**src/rtl/tpr_pkg.sv**
```systemverilog
package tpr_pkg;
  localparam int DW    = 8;
  localparam int AW    = 8;
  localparam int NREG  = 7;
  localparam int NLANE = 4;

  typedef logic [AW-1:0] addr_t;
  typedef logic [DW-1:0] data_t;

  // register slot indices; the lane slots are contiguous
  localparam int IDX_MODE   = 0;
  localparam int IDX_CLK    = 1;
  localparam int IDX_LANE0  = 2;
  localparam int IDX_SETTLE = IDX_LANE0 + NLANE;

  localparam addr_t REG_ADDR [NREG] = '{
    8'h00, 8'h34, 8'h44, 8'h54, 8'h84, 8'h94, 8'h75
  };

  function automatic logic is_impl(addr_t a);
    for (int i = 0; i < NREG; i++)
      if (REG_ADDR[i] == a) return 1'b1;
    return 1'b0;
  endfunction
endpackage

```
**src/rtl/tpr_sync.sv**
```systemverilog
module tpr_sync #(
  parameter int           W       = 1,
  parameter int           STAGES  = 2,
  parameter logic [W-1:0] RST_VAL = '0
) (
  input  logic         clk,
  input  logic         rst_n,
  input  logic [W-1:0] d,
  output logic [W-1:0] q
);
  logic [W-1:0] st [STAGES];

  always_ff @(posedge clk or negedge rst_n) begin
    if (!rst_n) begin
      for (int i = 0; i < STAGES; i++) st[i] <= RST_VAL;
    end else begin
      st[0] <= d;
      for (int i = 1; i < STAGES; i++) st[i] <= st[i-1];
    end
  end

  assign q = st[STAGES-1];
endmodule

```
**src/rtl/tpr_edge_cmd.sv**
```systemverilog
module tpr_edge_cmd
  import tpr_pkg::*;
(
  input  logic  clk,
  input  logic  rst_n,
  input  logic  tck_s,
  input  logic  en_s,
  input  logic  clr_s,
  input  addr_t din_s,
  output logic  rise_evt,
  output logic  fall_evt,
  output logic  ld_evt,
  output logic  wr_evt,
  output addr_t addr_q
);
  logic tck_d;

  // previous sample resets high to match the idle level of the test clock
  always_ff @(posedge clk or negedge rst_n) begin
    if (!rst_n) tck_d <= 1'b1;
    else        tck_d <= tck_s;
  end

  assign rise_evt = tck_s & ~tck_d;
  assign fall_evt = ~tck_s & tck_d;
  assign ld_evt   = fall_evt & en_s & ~clr_s;
  assign wr_evt   = rise_evt & ~en_s & ~clr_s;

  always_ff @(posedge clk or negedge rst_n) begin
    if (!rst_n)      addr_q <= '0;
    else if (clr_s)  addr_q <= '0;
    else if (ld_evt) addr_q <= din_s;
  end
endmodule

```
**src/rtl/tpr_regs.sv**
```systemverilog
module tpr_regs
  import tpr_pkg::*;
(
  input  logic                 clk,
  input  logic                 rst_n,
  input  logic                 clr,
  input  logic                 wr_en,
  input  addr_t                addr,
  input  data_t                wdata,
  output data_t                rdata,
  output logic [NREG*DW-1:0]   regs_flat
);
  data_t r [NREG];

  for (genvar g = 0; g < NREG; g++) begin : g_reg
    always_ff @(posedge clk or negedge rst_n) begin
      if (!rst_n)                             r[g] <= '0;
      else if (clr)                           r[g] <= '0;
      else if (wr_en && addr == REG_ADDR[g])  r[g] <= wdata;
    end
    assign regs_flat[g*DW +: DW] = r[g];
  end

  always_comb begin
    rdata = '0;
    for (int i = 0; i < NREG; i++)
      if (addr == REG_ADDR[i]) rdata = r[i];
  end
endmodule

```
**src/rtl/phy_tport_slave.sv**
```systemverilog
module phy_tport_slave
  import tpr_pkg::*;
#(
  parameter int SYNC_STAGES = 2
) (
  input  logic                clk,
  input  logic                rst_n,
  input  logic                tp_clk,
  input  logic                tp_en,
  input  logic                tp_clr,
  input  logic [DW-1:0]       tp_din,
  output logic [DW-1:0]       tp_dout,
  output logic                test_mode,
  output logic [DW-1:0]       hs_ctl_clk,
  output logic [NLANE*DW-1:0] hs_ctl_lane,
  output logic [DW-1:0]       settle_ctl
);
  localparam int CW = 3;

  logic [CW-1:0]      ctl_s;
  logic               tck_s, en_s, clr_s;
  addr_t              din_s;
  logic               rise_evt, fall_evt, ld_evt, wr_evt;
  addr_t              addr_q;
  logic [NREG*DW-1:0] regs_flat;

  tpr_sync #(.W(CW), .STAGES(SYNC_STAGES), .RST_VAL(3'b001)) u_sync_ctl (
    .clk(clk), .rst_n(rst_n), .d({tp_clr, tp_en, tp_clk}), .q(ctl_s)
  );
  tpr_sync #(.W(DW), .STAGES(SYNC_STAGES), .RST_VAL('0)) u_sync_din (
    .clk(clk), .rst_n(rst_n), .d(tp_din), .q(din_s)
  );

  assign tck_s = ctl_s[0];
  assign en_s  = ctl_s[1];
  assign clr_s = ctl_s[2];

  tpr_edge_cmd u_cmd (
    .clk(clk), .rst_n(rst_n), .tck_s(tck_s), .en_s(en_s), .clr_s(clr_s),
    .din_s(din_s), .rise_evt(rise_evt), .fall_evt(fall_evt),
    .ld_evt(ld_evt), .wr_evt(wr_evt), .addr_q(addr_q)
  );

  tpr_regs u_regs (
    .clk(clk), .rst_n(rst_n), .clr(clr_s), .wr_en(wr_evt), .addr(addr_q),
    .wdata(din_s), .rdata(tp_dout), .regs_flat(regs_flat)
  );

  assign test_mode   = |regs_flat[IDX_MODE*DW +: DW];
  assign hs_ctl_clk  = regs_flat[IDX_CLK*DW +: DW];
  assign hs_ctl_lane = regs_flat[IDX_LANE0*DW +: NLANE*DW];
  assign settle_ctl  = regs_flat[IDX_SETTLE*DW +: DW];
endmodule

```
**config.mk**
```make
export PLATFORM = sky130hd
export DESIGN_NAME = phy_tport_slave
export DESIGN_NICKNAME = d
export VERILOG_FILES = /design/src/rtl/tpr_pkg.sv /design/src/rtl/tpr_sync.sv /design/src/rtl/tpr_edge_cmd.sv /design/src/rtl/tpr_regs.sv /design/src/rtl/phy_tport_slave.sv
export SDC_FILE = /design/constraint.sdc
export NUM_CORES = 1
export LEC_CHECK = 0
export BUFFER_PORTS_ARGS = -buffer_cell sky130_fd_sc_hd__buf_2
export CORE_ASPECT_RATIO = 0.7
export CORE_MARGIN = 4
export CORE_UTILIZATION = 45
export CTS_CLUSTER_SIZE = 20
export DETAILED_ROUTE_END_ITERATION = 16
export HOLD_SLACK_MARGIN = 0.08
export PLACE_DENSITY = 0.75
export SLEW_MARGIN = 10
export SYNTH_ARGS = -nofsm -noshare
export SYNTH_HDL_FRONTEND = slang
export SYNTH_SLANG_ARGS = --single-unit
```
**constraint.sdc**
```tcl
create_clock -name clk -period 4.8 [get_ports clk]
set_input_delay 0.72 -clock clk [delete_from_list [all_inputs] [get_ports clk]]
set_output_delay 0.72 -clock clk [all_outputs]
set_load 0.02 [all_outputs]
```
Yosys cells after proc, flatten, opt, wreduce, memory -nomap -nowiden
Cells that the tools add are included.
{"block": "totals", "reg_bits": 87, "output_inout_bits": 57, "word_cells": 69}
{"block": "classes", "n_eq_ne": 6, "n_mux": 23, "bitwise": 10, "reduce_logical": 17}
{"operator": "two-way mux 8 bit", "count": 23}
{"operator": "== test 8 x 7 -> 1 bit (second input constant)", "count": 3}
{"operator": "== test 8 bit (second input constant)", "count": 2}
{"operator": "nonzero test 2 bit", "count": 8}
{"operator": "== test 8 x 6 -> 1 bit (second input constant)", "count": 1}
{"operator": "zero test 8 bit", "count": 1}
{"operator": "OR reduction 8 bit", "count": 1}
{"operator": "logical AND 1 bit", "count": 7}
{"operator": "AND 1 bit", "count": 6}
{"operator": "inverter 1 bit", "count": 4}

Depth between registers and ports, before layout
Gate-level depths: netlist (run 1).
{"block": "logic_depth", "ltp_word": 8, "ltp_mapped": 8, "ltp_nobuf": 4}

Cells and area by module
Synthesis (run 1) repeated with hierarchy kept, for this count alone.
{"block": "unflattened", "cells_unflattened": 389, "area_unflattened_um2": 4083.9}
{"mod": "tpr_regs", "n_inst": 1, "cells_each": 313, "area_each_um2": 2972.9}
{"mod": "tpr_sync (u_sync_din)", "n_inst": 1, "cells_each": 24, "area_each_um2": 460.4}
{"mod": "tpr_edge_cmd", "n_inst": 1, "cells_each": 40, "area_each_um2": 459.2}
{"mod": "tpr_sync (u_sync_ctl)", "n_inst": 1, "cells_each": 9, "area_each_um2": 175.2}
{"mod": "phy_tport_slave", "n_inst": 1, "cells_each": 3, "area_each_um2": 16.3}

Worst setup path after synthesis (run 1)
Ideal clock, no wire load.
{"block": "synth_path", "kind": "register to output", "start": "reg u_cmd.addr_q[4]", "end": "out tp_dout[5]", "t_arrival_ns": 1.751, "slack_ns": 2.329, "stages_incl_launch_ff": 6, "path_buffers": 1, "path_cell_list": "dfrtp_1 buf_2 or4b_2 a211oi_1 a221oi_1 o21ai_1"}
{"block": "synth_between", "elab_chain_cells": 8, "word_cells_on_any_way": 14, "cone_classes": "6 x eq/ne; 7 x mux; 1 x reduce/logical"}
{"item": "from (decl)", "line": "tpr_edge_cmd.sv:14", "source": "output addr_t addr_q"}
{"item": "from (signal assigned)", "line": "tpr_edge_cmd.sv:32", "source": "else if (ld_evt) addr_q <= din_s;"}
{"item": "zero test 8 bit", "line": "tpr_regs.sv:27", "source": "if (addr == REG_ADDR[i]) rdata = r[i];"}
{"item": "two-way mux 8 bit (6 in a row)", "line": "tpr_regs.sv:27"}
{"item": "two-way mux 8 bit (*)", "line": "tpr_regs.sv:27"}
{"item": "to (decl)", "line": "phy_tport_slave.sv:12", "source": "output logic [DW-1:0] tp_dout,"}
Mark *: on every way between the ends. The rest lies on a longest branch, timed or not.

Worst setup path in the final report (run 1)
{"block": "layout_path", "start": "reg u_cmd.addr_q[5]", "end": "out tp_dout[0]"}
The elaborated chain is that of the path after synthesis.

==> results.json, run 1 <==
{
  "rows": 29,
  "whs_ns": 0.349,
  "grt_pass1_wl_mm": 17.7,
  "ys.warnings.count": 0,
  "hold_viol_final": 0,
  "syn_area_per_cell_um2": 10.3,
  "worstSetupPathType": "register to output port",
  "drt_first_pass_iters": 7,
  "hpwl_mm": 7.85,
  "multiInputGateArea_um2": 1690,
  "routed_wirelength_mm": 11.1,
  "ys_ff_latch": 87,
  "fin_nets": 444,
  "synth_area_um2": 4380,
  "rsz0062_at_grt": "false",
  "routed-via-count": 3231,
  "regToRegSetupSlack_ns": 2.18,
  "setup_slack_ns": 1.24,
  "overflow": 0,
  "synth_ff_type": "dfrtp_1",
  "dpl_cell_area_um2": 4390,
  "ys_async_sr_fraction_pct": 100,
  "cts_tree": "yes",
  "worst-path-max-fanout": 17,
  "antenna_cells": 0,
  "maxSlewViolCount": 0,
  "dp_cells": 544,
  "grt_pass1_vias": 3053,
  "outcome": "completed",
  "r2r_start": "u_sync_ctl.q[2]",
  "max-slew-margin-rel_pct": 24.6,
  "fin_crit_ns": 3.56,
  "holdBufCountCts": 0,
  "post_cts_resized": 0,
  "die_w_um": 126,
  "io_buffers": 69,
  "dieHeight_um": 90.5,
  "pin_count": 70,
  "ant_nets": 0,
  "cts_buffers": 9,
  "p_leak_nw": 2.40,
  "drt_iter0_drc": 359,
  "grt_max_degree": 88,
  "start_util_pct": 47.1,
  "setup_viol": 0,
  "hold_class": "register to register",
  "dieArea_um2": 11400,
  "final_cells": 560,
  "arrival_ns": 2.84,
  "fin_crit_sh_pct": 74.3,
  "clockBufferDepth": 2,
  "worst_pin_slew_ns": 1.13,
  "powerDensity_nw_per_um2": 349,
  "dp_worst_setup_slack_ns": 1.65,
  "clk_pin_slew_ns": 0.07,
  "fin_area_um2": 4720,
  "syn-num-nets": 438,
  "finalPower_mw": 1.65,
  "cts-htree-levels": 3,
  "clock_latency_ns": 0.35,
  "regArea_um2": 2180,
  "cts_num_sinks": 87,
  "grt_antenna_before_repair": 0,
  "critPathLaunch": "u_cmd.addr_q[5]",
  "worst_ep_required_time_ns": 4.08,
  "netlist_instances": 425,
  "place.gp.congestion": 0.928,
  "postCtsSetupBuffers": 0,
  "ys_seq_area_share_pct": 49.8,
  "final_core_util_pct": 50.9,
  "start_kind": "register",
  "setup_tns_ns": 0,
  "fillers": 885,
  "grtUsageTotal_pct": 19.9,
  "drc_errors": 0,
  "yosysUniqueCellTypes": 51,
  "coreArea_um2": 9290,
  "end_kind": "output port",
  "min_from": "u_sync_din.st[11]",
  "clockRootBuffer": "clkbuf_16",
  "irDropWorstVdd_uv": 250,
  "viasPerCell": 5.77,
  "fmax_mhz": 281,
  "finClkSkew_ns": 0.00917,
  "synth-edff-count": 0,
  "layout-drive-gt1-share_pct": 24.3,
  "maxCapViolations": 0,
  "wl_per_cell_um": 19.8,
  "area_delta_synth_final_pct": 7.89
}
-- worst max-delay path: stages (launching register included) --
cell,delay (ns)
dfrtp_1,0.55
nor3b_2,0.77
and3_1,0.56
a222oi_1,0.20
a22oi_1,0.22
buf_2,0.19
-- sequential cells by signal, indices dropped and copies added (netlist names) --
signal and count:
u_cmd.addr_q 8, u_cmd.tck_d 1, u_regs.regs_flat 56, u_sync_ctl.q 3
u_sync_ctl.st 3, u_sync_din.q 8, u_sync_din.st 8
-- placed cells by master (no fill, tap or decap), types with 6 or more instances in the layout --
cell,count
nand2b_1,11
nand3_1,19
dfrtp_1,83
and3_1,6
nor2_1,51
o21ai_0,12
mux2i_1,40
a21oi_1,20
o22ai_1,7
nand2_1,29
clkbuf_16,9
buf_2,68
-- cell usage after synthesis, types with 6 or more instances --
cell type / n / share of area [%]
buf_4: 49 / 8.4
a21oi_1: 20 / 2.3
nor2_1: 51 / 4.4
nand2_1: 29 / 2.5
dfrtp_1: 84 / 48
and3_1: 6 / 0.86
o22ai_1: 7 / 1.0
o21ai_0: 12 / 1.4
nand2b_1: 11 / 1.6
mux2i_1: 40 / 9.1
nand3_1: 19 / 2.2
clkbuf_1: 10 / 0.86
buf_2: 14 / 1.6
-- layout make-up --
class | count | area share [%]
inverters | 3 | 0.238
clock inverters | 7 | 2.25
repair buffers | 70 | 7.52
well taps | 124 | 3.28
flip-flops and latches | 87 | 46.2
multi-input cells | 260 | 35.8
clock buffers | 9 | 4.77
-- layer usage --
metal	up-vias	share of wire [%]	wire (um)	track usage, %
met1	1586	47	5150	29.3
met3	20	9.5	1050	5.97
li1	1463	-	-	-
met2	162	42	4650	28.0
met4	0	1.9	210	6.70
met5	-	0	0	0
-- final timing paths --
kind | to | cells past startpoint
worst max-delay path | tp_dout[0] | 5
worst max register to register | u_regs.regs_flat[32] | 5
max in group asynchronous | u_sync_ctl.q[2] | 1
worst min register to register | u_sync_din.q[3] | 0
min in group asynchronous | u_cmd.addr_q[6] | 1
worst min-delay path | u_sync_din.q[3] | 0
-- kinds of logic after synthesis --
family / share of synthesized area (%)
flip-flops: 49.8
AND/OR/NAND/NOR: 19.8
buffers and inverters: 11.6
multiplexers: 9.14
AO/OA/AOI/OAI: 9.60
-- power by group --
part	total (mW)	internal [mW]	switching [mW]	leakage [nW]
combinational	0.0792	0.0295	0.0498	1.09
clock	0.772	0.467	0.305	0.163
sequential	0.796	0.749	0.0468	1.15
Power figures use the tool's default switching activity.
==> inputs of run 2 (changes only) <==
--- a/config.mk
+++ b/config.mk
@@ -12,7 +12,7 @@
 export CTS_CLUSTER_SIZE = 20
 export DETAILED_ROUTE_END_ITERATION = 16
 export HOLD_SLACK_MARGIN = 0.08
-export PLACE_DENSITY = 0.75
+export PLACE_DENSITY = 0.77
 export SLEW_MARGIN = 10
 export SYNTH_ARGS = -nofsm -noshare
 export SYNTH_HDL_FRONTEND = slang
==> constraint.sdc (replaced) <==
create_clock -name clk -period 2.9 [get_ports clk]
set_input_delay 0.435 -clock clk [delete_from_list [all_inputs] [get_ports clk]]
set_output_delay 0.435 -clock clk [all_outputs]
set_load 0.02 [all_outputs]
==> results.json, run 2 (synthesized netlist as in run 1, its figures left out) <==
{
  "outcome": "completed",
  "hold_class": "input port to register",
  "r2r_start": "u_sync_ctl.q[0]",
  "io_buffers": 69,
  "dp_cells": 554,
  "dpl_cell_area_um2": 4480,
  "setup_viol": 0,
  "worstSetupPathType": "register to output port",
  "largest_reg_flops": 56,
  "grt_antenna_before_repair": 0,
  "final_common_cell": "dfrtp_1",
  "overflow": 0,
  "irDropWorstVdd_uv": 454,
  "setup_tns_ns": 0,
  "arrival_ns": 2.36,
  "min_from": "tp_din[1]",
  "ant_nets": 0,
  "max-slew-margin-rel_pct": 57.0,
  "dieArea_um2": 11400,
  "rr_worst_depth": 4,
  "r2r-end": "u_regs.regs_flat[33]",
  "p_leak_nw": 2.45,
  "whs_ns": 0.190,
  "worst_ep_required_time_ns": 2.47,
  "start_util_pct": 47.1,
  "grt_pass1_wl_mm": 18.7,
  "end_kind": "output port",
  "cts_tree": "yes",
  "finClkSkew_ns": 0.0108,
  "hold_depth": 1,
  "fin_nets": 455,
  "viasPerCell": 5.77,
  "fin_area_um2": 4800,
  "rows": 29,
  "final_core_util_pct": 51.7,
  "routed_wirelength_mm": 11.8,
  "postCtsSetupBuffers": 0,
  "drc_errors": 0,
  "final_cells": 571,
  "wl_per_cell_um": 20.7,
  "coreArea_um2": 9290,
  "powerDensity_nw_per_um2": 557,
  "clockRootBuffer": "clkbuf_16",
  "fmax_mhz": 358,
  "clk_pin_slew_ns": 0.07,
  "worst_pin_slew_ns": 0.645,
  "setup_slack_ns": 0.105,
  "layout-drive-gt1-share_pct": 26.4,
  "maxCapViolations": 0,
  "clockBufferDepth": 2,
  "cts_num_sinks": 87,
  "dp_worst_setup_slack_ns": 0.464,
  "start_kind": "register",
  "place.gp.congestion": 0.954,
  "hpwl_mm": 8.33,
  "rsz0062_at_grt": "false",
  "area_delta_synth_final_pct": 9.69,
  "pin_count": 70,
  "mostFrequentLayoutCells": "dfrtp_1, buf_2, nor2_1",
  "fin_crit_sh_pct": 96.4,
  "cts-htree-levels": 3,
  "drt_first_pass_iters": 7,
  "cts_buffers": 9,
  "hold_viol_final": 0,
  "clock_latency_ns": 0.35,
  "dieHeight_um": 90.5,
  "antenna_cells": 0,
  "maxSlewViolCount": 0,
  "die_w_um": 126,
  "worst-path-max-fanout": 10,
  "finalPower_mw": 2.67,
  "regToRegSetupSlack_ns": 0.69,
  "grt_max_degree": 66,
  "hold_end": "u_sync_din.st[9]",
  "routed-via-count": 3293,
  "grt_pass1_vias": 3157,
  "drt_iter0_drc": 399,
  "grtUsageTotal_pct": 21.2,
  "fin_crit_ns": 2.79
}
## run 2: worst max path at each step
| stage | start | end | cells past startpoint |
|---|---|---|---|
| after detailed placement | u_cmd.addr_q[1] | tp_dout[3] | 5 |
| final | u_cmd.addr_q[6] | tp_dout[7] | 6 |
| after floorplan | u_cmd.addr_q[4] | tp_dout[5] | 5 |
| after global routing | u_cmd.addr_q[6] | tp_dout[1] | 6 |
| after CTS | u_cmd.addr_q[1] | tp_dout[3] | 5 |
| after global placement | u_cmd.addr_q[1] | tp_dout[6] | 5 |
## run 2: cell type report
cell class              instances  area (um2)
clock buffers                  11         243
clock inverters                 5        63.8
fillers                       864        4490
inverters                       3        11.3
multi-input cells             260        1690
flip-flops and latches         87        2180
well taps                     124         155
repair buffers                 81         453
## run 2: worst max-delay path: stages, from the launching register on
cell and delay (ns):
dfrtp_1 0.59, buf_4 0.23, nor2b_1 0.42, and3_1 0.24
o21ai_0 0.14, a22oi_1 0.21, buf_2 0.20
## run 2: timing repair
item	in CTS	in global routing
endpoints found under the hold margin	30	0
resized for setup	0	3
setup endpoints to repair	0	7
hold buffers	1	0
## run 2: layer usage
metal  wire length, um  part of all wire (%)  vias up  global-route usage, %
li1                  -                     -     1489                      -
met1              5490                    47     1615                   32.0
met2              5020                    43      169                   28.3
met3              1110                   9.4       20                   7.80
met4               177                   1.5        0                   6.07
met5                 0                     0        -                      0
## run 2: report_power, final
group | switching [mW] | internal [mW]
combinational | 0.109 | 0.0634
clock | 0.499 | 0.699
sequential | 0.0619 | 1.24
